<file path="src/rtl/gpx_pkg.sv">
package gpx_pkg;
  localparam int PORT_W = 8;
  localparam int NPORTS = 2;
  localparam int PINS   = PORT_W * NPORTS;
  localparam logic [3:0] ADDR_HI = 4'b0100;

  // pointer bits 2:1 select the register group
  localparam logic [1:0] GRP_IN  = 2'd0;
  localparam logic [1:0] GRP_OUT = 2'd1;
  localparam logic [1:0] GRP_POL = 2'd2;
  localparam logic [1:0] GRP_CFG = 2'd3;

  typedef enum logic [2:0] {
    T_IDLE,
    T_ADDR,
    T_CMD,
    T_WDATA,
    T_READ
  } tgt_state_e;
endpackage

</file>
<file path="src/rtl/gpx_insync.sv">
module gpx_insync #(
  parameter int W      = 16,
  parameter int STAGES = 2
) (
  input  logic         clk,
  input  logic [W-1:0] d_i,
  output logic [W-1:0] q_o
);
  logic [W-1:0] stg [STAGES];

  always_ff @(posedge clk) stg[0] <= d_i;

  generate
    for (genvar s = 1; s < STAGES; s++) begin : g_stage
      always_ff @(posedge clk) stg[s] <= stg[s-1];
    end
  endgenerate

  assign q_o = stg[STAGES-1];
endmodule

</file>
<file path="src/rtl/gpx_i2c_tgt.sv">
module gpx_i2c_tgt
  import gpx_pkg::*;
#(
  parameter int SYNC_STAGES = 2
) (
  input  logic       clk,
  input  logic       rst,
  input  logic       scl_i,
  input  logic       sda_i,
  input  logic [2:0] strap,
  input  logic [7:0] rd_data,
  output logic       sda_oe,
  output logic       scl_s,
  output logic       wr_en,
  output logic       rd_en,
  output logic [2:0] ptr,
  output logic [7:0] wr_data
);
  logic [1:0] bus_s;
  logic       sda_s, scl_d, sda_d;
  logic       scl_rise, scl_fall, start_c, stop_c;
  tgt_state_e state;
  logic [3:0] bitcnt;
  logic [7:0] shreg, tx;
  logic       ack_ph, is_read, mack;

  gpx_insync #(.W(2), .STAGES(SYNC_STAGES)) u_bus_sync (
    .clk (clk),
    .d_i ({scl_i, sda_i}),
    .q_o (bus_s)
  );

  assign scl_s = bus_s[1];
  assign sda_s = bus_s[0];

  always_ff @(posedge clk) begin
    if (rst) begin
      scl_d <= 1'b1;
      sda_d <= 1'b1;
    end else begin
      scl_d <= scl_s;
      sda_d <= sda_s;
    end
  end

  assign scl_rise = scl_s & ~scl_d;
  assign scl_fall = ~scl_s & scl_d;
  assign start_c  = scl_s & scl_d & sda_d & ~sda_s;
  assign stop_c   = scl_s & scl_d & ~sda_d & sda_s;

  always_ff @(posedge clk) begin
    wr_en <= 1'b0;
    rd_en <= 1'b0;
    if (rst) begin
      state   <= T_IDLE;
      bitcnt  <= '0;
      shreg   <= '0;
      tx      <= '0;
      ack_ph  <= 1'b0;
      is_read <= 1'b0;
      mack    <= 1'b0;
      sda_oe  <= 1'b0;
      ptr     <= '0;
      wr_data <= '0;
    end else begin
      if (wr_en || rd_en) ptr[0] <= ~ptr[0];
      if (start_c) begin
        state  <= T_ADDR;
        bitcnt <= '0;
        ack_ph <= 1'b0;
        sda_oe <= 1'b0;
      end else if (stop_c) begin
        state  <= T_IDLE;
        ack_ph <= 1'b0;
        sda_oe <= 1'b0;
      end else begin
        case (state)
          T_ADDR, T_CMD, T_WDATA: begin
            if (scl_rise && !ack_ph && bitcnt != 4'd8) begin
              shreg  <= {shreg[6:0], sda_s};
              bitcnt <= bitcnt + 4'd1;
            end else if (scl_fall && !ack_ph && bitcnt == 4'd8) begin
              if (state == T_ADDR) begin
                if (shreg[7:1] == {ADDR_HI, strap}) begin
                  sda_oe  <= 1'b1;
                  ack_ph  <= 1'b1;
                  is_read <= shreg[0];
                end else begin
                  state <= T_IDLE;
                end
              end else if (state == T_CMD) begin
                ptr    <= shreg[2:0];
                sda_oe <= 1'b1;
                ack_ph <= 1'b1;
              end else begin
                wr_en   <= 1'b1;
                wr_data <= shreg;
                sda_oe  <= 1'b1;
                ack_ph  <= 1'b1;
              end
            end else if (scl_fall && ack_ph) begin
              ack_ph <= 1'b0;
              bitcnt <= '0;
              sda_oe <= 1'b0;
              if (state == T_ADDR) begin
                if (is_read) begin
                  state  <= T_READ;
                  tx     <= rd_data;
                  sda_oe <= ~rd_data[7];
                  rd_en  <= 1'b1;
                  bitcnt <= 4'd1;
                end else begin
                  state <= T_CMD;
                end
              end else if (state == T_CMD) begin
                state <= T_WDATA;
              end
            end
          end
          T_READ: begin
            if (scl_fall && !ack_ph) begin
              if (bitcnt == 4'd8) begin
                sda_oe <= 1'b0;
                ack_ph <= 1'b1;
              end else begin
                tx     <= {tx[6:0], 1'b0};
                sda_oe <= ~tx[6];
                bitcnt <= bitcnt + 4'd1;
              end
            end else if (scl_rise && ack_ph) begin
              mack <= ~sda_s;
            end else if (scl_fall && ack_ph) begin
              ack_ph <= 1'b0;
              if (mack) begin
                tx     <= rd_data;
                sda_oe <= ~rd_data[7];
                rd_en  <= 1'b1;
                bitcnt <= 4'd1;
              end else begin
                state <= T_IDLE;
              end
            end
          end
          default: ;
        endcase
      end
    end
  end
endmodule

</file>
<file path="src/rtl/gpx_regs.sv">
module gpx_regs
  import gpx_pkg::*;
#(
  parameter logic [PORT_W-1:0] OUT_RST = '1,
  parameter logic [PORT_W-1:0] POL_RST = '0,
  parameter logic [PORT_W-1:0] CFG_RST = '1
) (
  input  logic            clk,
  input  logic            rst,
  input  logic            wr_en,
  input  logic            rd_en,
  input  logic [2:0]      ptr,
  input  logic [7:0]      wr_data,
  input  logic [PINS-1:0] pins_s,
  output logic [7:0]      rd_data,
  output logic [PINS-1:0] out_all,
  output logic [PINS-1:0] cfg_all,
  output logic            pending
);
  logic [PORT_W-1:0] out_q  [NPORTS];
  logic [PORT_W-1:0] pol_q  [NPORTS];
  logic [PORT_W-1:0] cfg_q  [NPORTS];
  logic [PORT_W-1:0] snap_q [NPORTS];
  logic [NPORTS-1:0] diff;
  logic [PINS-1:0]   pins_d;
  logic              snap_ok;
  logic              sel;
  logic [1:0]        grp;

  assign sel = ptr[0];
  assign grp = ptr[2:1];

  always_ff @(posedge clk) begin
    pins_d <= pins_s;
    if (rst) snap_ok <= 1'b0;
    else     snap_ok <= 1'b1;
  end

  generate
    for (genvar p = 0; p < NPORTS; p++) begin : g_port
      always_ff @(posedge clk) begin
        if (rst) begin
          out_q[p] <= OUT_RST;
          pol_q[p] <= POL_RST;
          cfg_q[p] <= CFG_RST;
        end else if (wr_en && sel == 1'(p)) begin
          case (grp)
            GRP_OUT: out_q[p] <= wr_data;
            GRP_POL: pol_q[p] <= wr_data;
            GRP_CFG: cfg_q[p] <= wr_data;
            default: ;
          endcase
        end
      end

      always_ff @(posedge clk) begin
        if (rst)
          snap_q[p] <= '0;
        else if (!snap_ok)
          snap_q[p] <= pins_s[p*PORT_W +: PORT_W];
        else if (rd_en && grp == GRP_IN && sel == 1'(p))
          snap_q[p] <= pins_d[p*PORT_W +: PORT_W];
      end

      assign diff[p] = |((pins_s[p*PORT_W +: PORT_W] ^ snap_q[p]) & cfg_q[p]);
      assign out_all[p*PORT_W +: PORT_W] = out_q[p];
      assign cfg_all[p*PORT_W +: PORT_W] = cfg_q[p];
    end
  endgenerate

  assign pending = snap_ok & (|diff);

  always_comb begin
    case (grp)
      GRP_IN:  rd_data = pins_s[PORT_W*int'(sel) +: PORT_W] ^ pol_q[sel];
      GRP_OUT: rd_data = out_q[sel];
      GRP_POL: rd_data = pol_q[sel];
      default: rd_data = cfg_q[sel];
    endcase
  end
endmodule

</file>
<file path="src/rtl/gpx_pads.sv">
module gpx_pads
  import gpx_pkg::*;
#(
  parameter bit OPEN_DRAIN = 1'b0
) (
  input  logic            clk,
  input  logic            rst,
  input  logic [PINS-1:0] out_all,
  input  logic [PINS-1:0] cfg_all,
  input  logic            pending,
  output logic [PINS-1:0] pad_oe,
  output logic [PINS-1:0] pad_o,
  output logic            int_oe
);
  logic [PINS-1:0] oe_n, o_n;

  generate
    if (OPEN_DRAIN) begin : g_od
      assign oe_n = ~cfg_all & ~out_all;
      assign o_n  = '0;
    end else begin : g_pp
      assign oe_n = ~cfg_all;
      assign o_n  = out_all;
    end
  endgenerate

  always_ff @(posedge clk) begin
    if (rst) begin
      pad_oe <= '0;
      pad_o  <= '0;
      int_oe <= 1'b0;
    end else begin
      pad_oe <= oe_n;
      pad_o  <= o_n;
      int_oe <= pending;
    end
  end
endmodule

</file>
<file path="src/rtl/gpx_expander.sv">
module gpx_expander
  import gpx_pkg::*;
#(
  parameter int SYNC_STAGES = 2,
  parameter bit OPEN_DRAIN  = 1'b0
) (
  input  logic            clk,
  input  logic            rst,
  input  logic            scl_i,
  input  logic            sda_i,
  output logic            sda_oe,
  input  logic [2:0]      strap,
  input  logic [PINS-1:0] pad_i,
  output logic [PINS-1:0] pad_oe,
  output logic [PINS-1:0] pad_o,
  output logic            int_oe
);
  logic            scl_s, wr_en, rd_en, pending;
  logic [2:0]      ptr;
  logic [7:0]      wr_data, rd_data;
  logic [PINS-1:0] pins_s, out_all, cfg_all;

  gpx_insync #(.W(PINS), .STAGES(SYNC_STAGES)) u_pin_sync (
    .clk (clk),
    .d_i (pad_i),
    .q_o (pins_s)
  );

  gpx_i2c_tgt #(.SYNC_STAGES(SYNC_STAGES)) u_tgt (
    .clk     (clk),
    .rst     (rst),
    .scl_i   (scl_i),
    .sda_i   (sda_i),
    .strap   (strap),
    .rd_data (rd_data),
    .sda_oe  (sda_oe),
    .scl_s   (scl_s),
    .wr_en   (wr_en),
    .rd_en   (rd_en),
    .ptr     (ptr),
    .wr_data (wr_data)
  );

  gpx_regs u_regs (
    .clk     (clk),
    .rst     (rst),
    .wr_en   (wr_en),
    .rd_en   (rd_en),
    .ptr     (ptr),
    .wr_data (wr_data),
    .pins_s  (pins_s),
    .rd_data (rd_data),
    .out_all (out_all),
    .cfg_all (cfg_all),
    .pending (pending)
  );

  gpx_pads #(.OPEN_DRAIN(OPEN_DRAIN)) u_pads (
    .clk     (clk),
    .rst     (rst),
    .out_all (out_all),
    .cfg_all (cfg_all),
    .pending (pending),
    .pad_oe  (pad_oe),
    .pad_o   (pad_o),
    .int_oe  (int_oe)
  );
endmodule

</file>
<file path="config.mk">
export PLATFORM = sky130hd
export DESIGN_NAME = gpx_expander
export DESIGN_NICKNAME = d
export VERILOG_FILES = /design/src/rtl/gpx_pkg.sv /design/src/rtl/gpx_insync.sv /design/src/rtl/gpx_i2c_tgt.sv /design/src/rtl/gpx_regs.sv /design/src/rtl/gpx_pads.sv /design/src/rtl/gpx_expander.sv
export SDC_FILE = /design/constraint.sdc
export NUM_CORES = 1
export LEC_CHECK = 0
export ABC_AREA = 1
export BUFFER_PORTS_ARGS = -buffer_cell sky130_fd_sc_hd__buf_2
export CORE_MARGIN = 3
export CORE_UTILIZATION = 52
export DETAILED_ROUTE_END_ITERATION = 8
export PLACE_DENSITY = 0.75
export SLEW_MARGIN = 5
export SYNTH_ARGS = -nofsm -noshare
export SYNTH_HDL_FRONTEND = slang
export SYNTH_HIERARCHICAL = 1
export SYNTH_SLANG_ARGS = --single-unit
</file>
<file path="constraint.sdc">
create_clock -name clk -period 2 [get_ports clk]
set_input_delay 0.1 -clock clk [delete_from_list [all_inputs] [get_ports clk]]
set_output_delay 0.1 -clock clk [all_outputs]
set_load 0.03 [all_outputs]
</file>
# --- Word level (Yosys, flattened, before mapping) ---
# Memory sizes are Yosys's and may differ from the RTL's. A register that Yosys moved wholly into a read port is not among the register bits.
# Cells that the tools add are included.
# Widths: inputs -> output; s select.
word_totals:
  regBits: 75
  mem_bits_rw: 100
  inputBits: 23
  output_inout_bits: 34
  wordCells: 264
  mem_count: 6
classes:
  addsub: 1
  eq_ne: 40
  shifts: 1
  muxes: 125
  bitwise_logic: 39
  reduce_logical: 32
mem_list:
  columns: ["memory", "depth", "width", "read_ports", "rd_ports_with_merged_regs", "write_ports", "line", "rtl"]
  rows:
  - ["u_pin_sync.stg", 2, 16, 2, 0, 2, "gpx_insync.sv:9", "logic [W-1:0] stg [STAGES];"]
  - ["u_regs.cfg_q", 2, 8, 3, 1, 2, "gpx_regs.sv:22", "logic [PORT_W-1:0] cfg_q [NPORTS];"]
  - ["u_regs.out_q", 2, 8, 3, 3, 2, "gpx_regs.sv:20", "logic [PORT_W-1:0] out_q [NPORTS];"]
  - ["u_regs.pol_q", 2, 8, 1, 1, 2, "gpx_regs.sv:21", "logic [PORT_W-1:0] pol_q [NPORTS];"]
  - ["u_regs.snap_q", 2, 8, 2, 0, 2, "gpx_regs.sv:23", "logic [PORT_W-1:0] snap_q [NPORTS];"]
  - ["u_tgt.u_bus_sync.stg", 2, 2, 2, 0, 2, "gpx_insync.sv:9", null]
op_table:
  columns: ["operator", "n"]
  rows:
  - ["$mux 8", 10]
  - ["$mux 1", 77]
  - ["$mux 7", 10]
  - ["$mux 3", 12]
  - ["$mux 4", 9]
  - ["$reduce_and 7->1", 4]
  - ["$pmux 8 s3", 1]
  - ["$xor 8x8->8", 3]
  - ["$reduce_and 10->1", 2]
  - ["$and 8x8->8", 2]
  - ["$ne 4x2->1 const B", 4]
  - ["$not 16->16", 1]
  - ["$reduce_or 16->1", 1]
  - ["$shiftx 16x5->8", 1]
  - ["$ne 3x1->1 const B", 5]
  - ["$not 1->1", 15]
  - ["$pmux 7 s2", 1]
  - ["$ne 3x3->1 const B", 4]
  - ["$reduce_and 12->1", 1]
  - ["$logic_and 1x1->1", 11]
  - ["$ne 2x2->1 const B", 5]
  - ["$ne 5x1->1 const B", 2]
  - ["$ne 5x3->1 const B", 2]
  - ["$or 1x1->1", 10]
  - ["27 further kinds", 45]

# --- Longest topological paths before layout ---
# An unclocked memory read counts as a cell.
logic_depth:
  word_depth: 11
  mapped_depth: 14
  depth_no_buf: 12

# --- Modules after synthesis ---
# The synthesis kept the hierarchy.
modules_own_cells:
  columns: ["module", "instances", "cells_each", "area_per_inst_um2", "seq_area_each_um2"]
  rows:
  - ["gpx_regs", 1, 454, 3883.7, 2262.2]
  - ["gpx_i2c_tgt", 1, 352, 2321.0, 820.8]
  - ["gpx_pads", 1, 87, 893.4, 660.6]
  - ["gpx_insync (u_pin_sync)", 1, 48, 760.7, 640.6]
  - ["gpx_insync (u_tgt.u_bus_sync)", 1, 6, 95.1, 80.1]

# --- Least setup slack after synthesis ---
# Ideal clock, no wire load.
synth_timing:
  path_kind: "register to register"
  startpoint: "register u_tgt.ptr[1]"
  endpoint: "memory u_regs.out_q[1][0] (enable)"
  setup_ps: 384
  t_arrival_ps: 1418
  required_ps: 1616
  slack_ps: 198
  stages_incl_launch_ff: 5
  path_buffers: 0
  period_less_slack_ps: 1802
  cell_sequence: "dfxtp_1 > inv_1 > nor2_1 > clkinv_1 > o21ai_0"
synth_rtl:
  columns: ["element", "line", "rtl"]
  rows:
  - ["start, declared", "gpx_i2c_tgt.sv:16", "output logic [2:0] ptr,"]
  - ["start signal, assigned", "gpx_i2c_tgt.sv:92", "ptr <= shreg[2:0];"]
  - ["end, declared", "gpx_regs.sv:20", null]

# --- Final worst setup path ---
layout_timing:
  startpoint: "register u_tgt.bitcnt[0]"
  endpoint: "register u_tgt.tx[6]"
layout_between:
  elab_chain_cells: 4
  word_cells_on_any_way: 8
  cone_classes: "5 x eq/ne; 3 x reduce/logical"
layout_rtl:
  columns: ["element", "line", "rtl"]
  rows:
  - ["start, declared", "gpx_i2c_tgt.sv:23", "logic [3:0] bitcnt;"]
  - ["start signal, assigned", "gpx_i2c_tgt.sv:81", "bitcnt <= bitcnt + 4'd1;"]
  - ["start signal, assigned", "gpx_i2c_tgt.sv:128", "bitcnt <= bitcnt + 4'd1;"]
  - ["$eq 4x4->1 or $ne 4x4->1 (tied branches)", "gpx_i2c_tgt.sv:82, gpx_i2c_tgt.sv:122, gpx_i2c_tgt.sv:79", null]
  - ["$logic_and 1x1->1 (on tied branches)", "gpx_i2c_tgt.sv:82, gpx_i2c_tgt.sv:79", null]
  - ["$ne 2x2->1 (no line)", null, null]
  - ["$reduce_and 12->1 (no line) (*)", null, null]
  - ["end signal, assigned", "gpx_i2c_tgt.sv:108", "tx <= rd_data;"]
  - ["end signal, assigned", "gpx_i2c_tgt.sv:126", "tx <= {tx[6:0], 1'b0};"]
  - ["end signal, assigned", "gpx_i2c_tgt.sv:135", "tx <= rd_data;"]
  - ["end, declared", "gpx_i2c_tgt.sv:24", "logic [7:0] shreg, tx;"]
# Mark *: on every way between the ends. The rest lies on a longest branch, timed or not.
# A chain may end at the register's enable or synchronous reset.

==> impl_metrics.toml <==
[critical_path]
cp_max_fo = 7
cpMostUsedCell = "nand2_1"
cp_slowest_cell = "dfxtp_1"
cp-start-kind = "flip-flop"
path_cells = "inv_1 > ha_1 > nand2_1 > nor2_2 > nor2_2 > nand2_1 > nand2_1 > inv_1 > nand3_4 > nand2_1 > inv_2 > nor2_2"
max_stage_delay_ps = 400
critPathKind = "reg -> reg"
cp-end-kind = "flip-flop"
required_ps = 2330
cp.arrival_ps = 2170

[logic_synthesis]
yosysUniqueCellTypes = 37
synth-edff-count = 64
syn_area_per_cell_um2 = 8.399
synth_top_cell_area_share_pct = 31.96
synthTopCellsByArea = "dfxtp_1, edfxtp_1, nand2_1, inv_1, nor2_1"
yosysWarnings = 6
syn-num-nets = 972
ys_ff_latch = 191
synth_area_um2 = 7954
synth-simple-area-share_pct = 23.94
synth_mux_area_share_pct = 0
synth_top_family_by_area = "simple AND/OR/NAND/NOR gates"
synth_flop_cell = "dfxtp_1"
synthArstFlopShare_pct = 0
synth_compound_area_share_pct = 8.715
synthCells = 947
ys_seq_area_share_pct = 56.13
yosys.area_share.xor_xnor_pct = 0.2202
yosysTopAreaCell = "dfxtp_1"
synth_fa_ha_area_share_pct = 0.3146

[floorplanning]
die_area_um2 = 16820
ios = 57
coreArea_um2 = 14750
die_h_um = 129.7
initial_core_util_pct = 53.91
rows = 44
die_w_um = 129.7

[pwr]
pwr-share-comb_pct = 17.6
leakagePower_nw = 4.196
netSwitchingPower_w = 0.002792
p_seq_share_pct = 46.7
power_density_nw_per_um2 = 1032
p_sw_share_pct = 29.57
internal_power_w = 0.006648
clockPowerShare_pct = 35.7
peakVddDrop_mv = 0.6931

[final_layout]
layout.cells.non_filler = 1221
area_delta_synth_final_pct = 15.04
final_common_cell = "nand2_1"
fin_area_um2 = 9150
nets = 1049
final_cell_mix = "nand2_1, inv_1, dfxtp_1"
antenna_cells = 0
fill_cells = 1244
drive_gt1_share_pct = 15.72

[global_route]
antenna_found_initial = 0
grt_overflow = 0
grt_pass1_vias = 5605
grt_pass1_wl_mm = 28.48
grt_use_total_pct = 22.14
grt_max_degree = 27

[clocking]
insertion_delay_ps = 440
cts_buffers = 17
clockBufferDepth = 2
root_buffer = "clkbuf_16"
cts-htree-levels = 4
clkTransAtPathRegs_ps = 70
cts_tree = "yes"
cts_sinks = 191
post_cts_buffers = 0

[timing]
timing.slew.headroom_pct = 51.60
setup_viol = 0
setup_tns_ps = 0
report.final.slew_viol_count = 0
period_share_pct = 91.83
fin_crit_ps = 1837
fmax_ghz = 0.5445
rsz0062_at_grt = "no"
tightest_slew_ps = 725.2
hold_violations = 0
finClkSkew_ps = 9.345

[route]
post_drt_wl_per_cell_um = 14.67
routed_via_density = 5.150
drt-total-wl_mm = 17.91
final_antenna_net_count = 0
drc_errors = 0
first_pass_iters = 5
drt_iter0_markers = 700
vias = 6288

[placed_design]
portBuffers = 56
place_hpwl_mm = 12.53
place_area_um2 = 8374
gp_congestion = 0.9603
dp.cells = 1171

[flow_run]
max-cap-violations = 0

[run_status]
status = "finished clean"

[hold_path]
worstHoldPathType = "in -> reg"
-- registers in the layout, indices dropped and copies added, names as in the netlist, 3 cells and up --
name,count
u_pin_sync/stg,32
u_pads/pad_o,16
u_pads/pad_oe,16
u_regs/cfg_q,16
u_regs/out_q,16
u_regs/pins_d,16
u_regs/pol_q,16
u_regs/snap_q,16
u_tgt/shreg,8
u_tgt/wr_data,8
u_tgt/tx,7
u_tgt/bitcnt,4
u_tgt/u_bus_sync/stg,4
u_tgt/ptr,3
u_tgt/state,3
-- cell usage after synthesis (2+ instances only) --
master,n
inv_2,11
edfxtp_1,64
ha_1,2
nor3_2,2
nor3_1,4
nand2_1,213
dfxtp_1,127
nor2_2,9
nor2_4,3
buf_2,6
o2111ai_1,8
a21oi_1,29
o21ai_2,8
buf_4,19
xor2_1,2
nand3_4,2
o22ai_1,15
buf_6,5
clkbuf_1,9
nor2_1,124
nand3_1,57
inv_4,2
nand4_1,6
o21ai_0,60
nand2_4,2
inv_1,141
nand4_2,2
nand2_2,6
-- cells by family (layout without fill, tap and decap cells) --
logic type                 Yosys count  after routing
DFF                                191            191
AOI/OAI and AO/OA                  122            122
and+or+nand+nor                    436            436
adders and majority gates            2              2
xor gates and xnor gates             2              2
buffers and inverters              194            284
-- worst max-delay path, delay by kind of cell, from the launching register on --
family / cells / cell delay, ps
buffers and inverters: 3 / 220
adder cells (fa/ha/maj): 1 / 220
flip-flops: 1 / 400
AND/OR/NAND/NOR: 8 / 890
-- worst paths after layout --
path / start / endpoint / slack [ps] / cells past startpoint
max: u_tgt/bitcnt[0] / u_tgt/tx[6] / 160 / 12
min: strap[1] / u_tgt/is_read / 110 / 6
min reg2reg: u_pin_sync/stg[0][3] / u_pin_sync/stg[0][19] / 330 / 0
max reg2reg: u_tgt/bitcnt[0] / u_tgt/tx[6] / 160 / 12
-- repair_timing --
item,4_1_cts,5_1_grt
gates resized for setup,0,2
hold buffers,18,0
hold endpoints to repair,18,0
endpoints found under the setup margin,0,1
-- per-layer routing --
metal	vias to the layer above	wire, um	track usage, %	share of wire, %
li1	3158	-	-	-
met1	2841	8072	30.71	45
met2	249	8001	34.12	45
met3	40	1432	5.647	8.0
met4	0	405	7.335	2.3
met5	-	0	0	0
-- power by group through the flow --
stage	combinational, W	sequential [W]	clock, W
global route	0.00189	0.00443	0.00360
global placement	0.00156	0.00448	0
CTS	0.00164	0.00440	0.00343
detailed placement	0.00160	0.00449	0
floorplan	0.00122	0.00450	0
finish	0.00167	0.00441	0.00337
-- layout make-up --
type	instances	area, um^2	area share [%]
clock buffer	18	450.4	4.923
inverter	155	586.8	6.413
multi-input combinational	562	2645	28.91
clock inverter	14	140.1	1.532
tap	184	230.2	2.516
timing repair buffer	97	633.1	6.919
sequential	191	4464	48.79
-- stage by stage --
step | worst slack [ps] | power, W | hold WS (ps) | utilization [%]
CTS | 234.7 | 0.009473 | 76.04 | 61.98
floorplan | 197.8 | 0.005724 | 127.7 | -
finish | 163.4 | 0.009440 | 108.5 | 62.02
global placement | 284.2 | 0.006049 | 202.2 | 56.76
global route | 7.127 | 0.009922 | 111.3 | 62.02
detailed placement | 239.9 | 0.006091 | 203.6 | 56.76
Note: power is estimated with default switching activity, not from simulation.
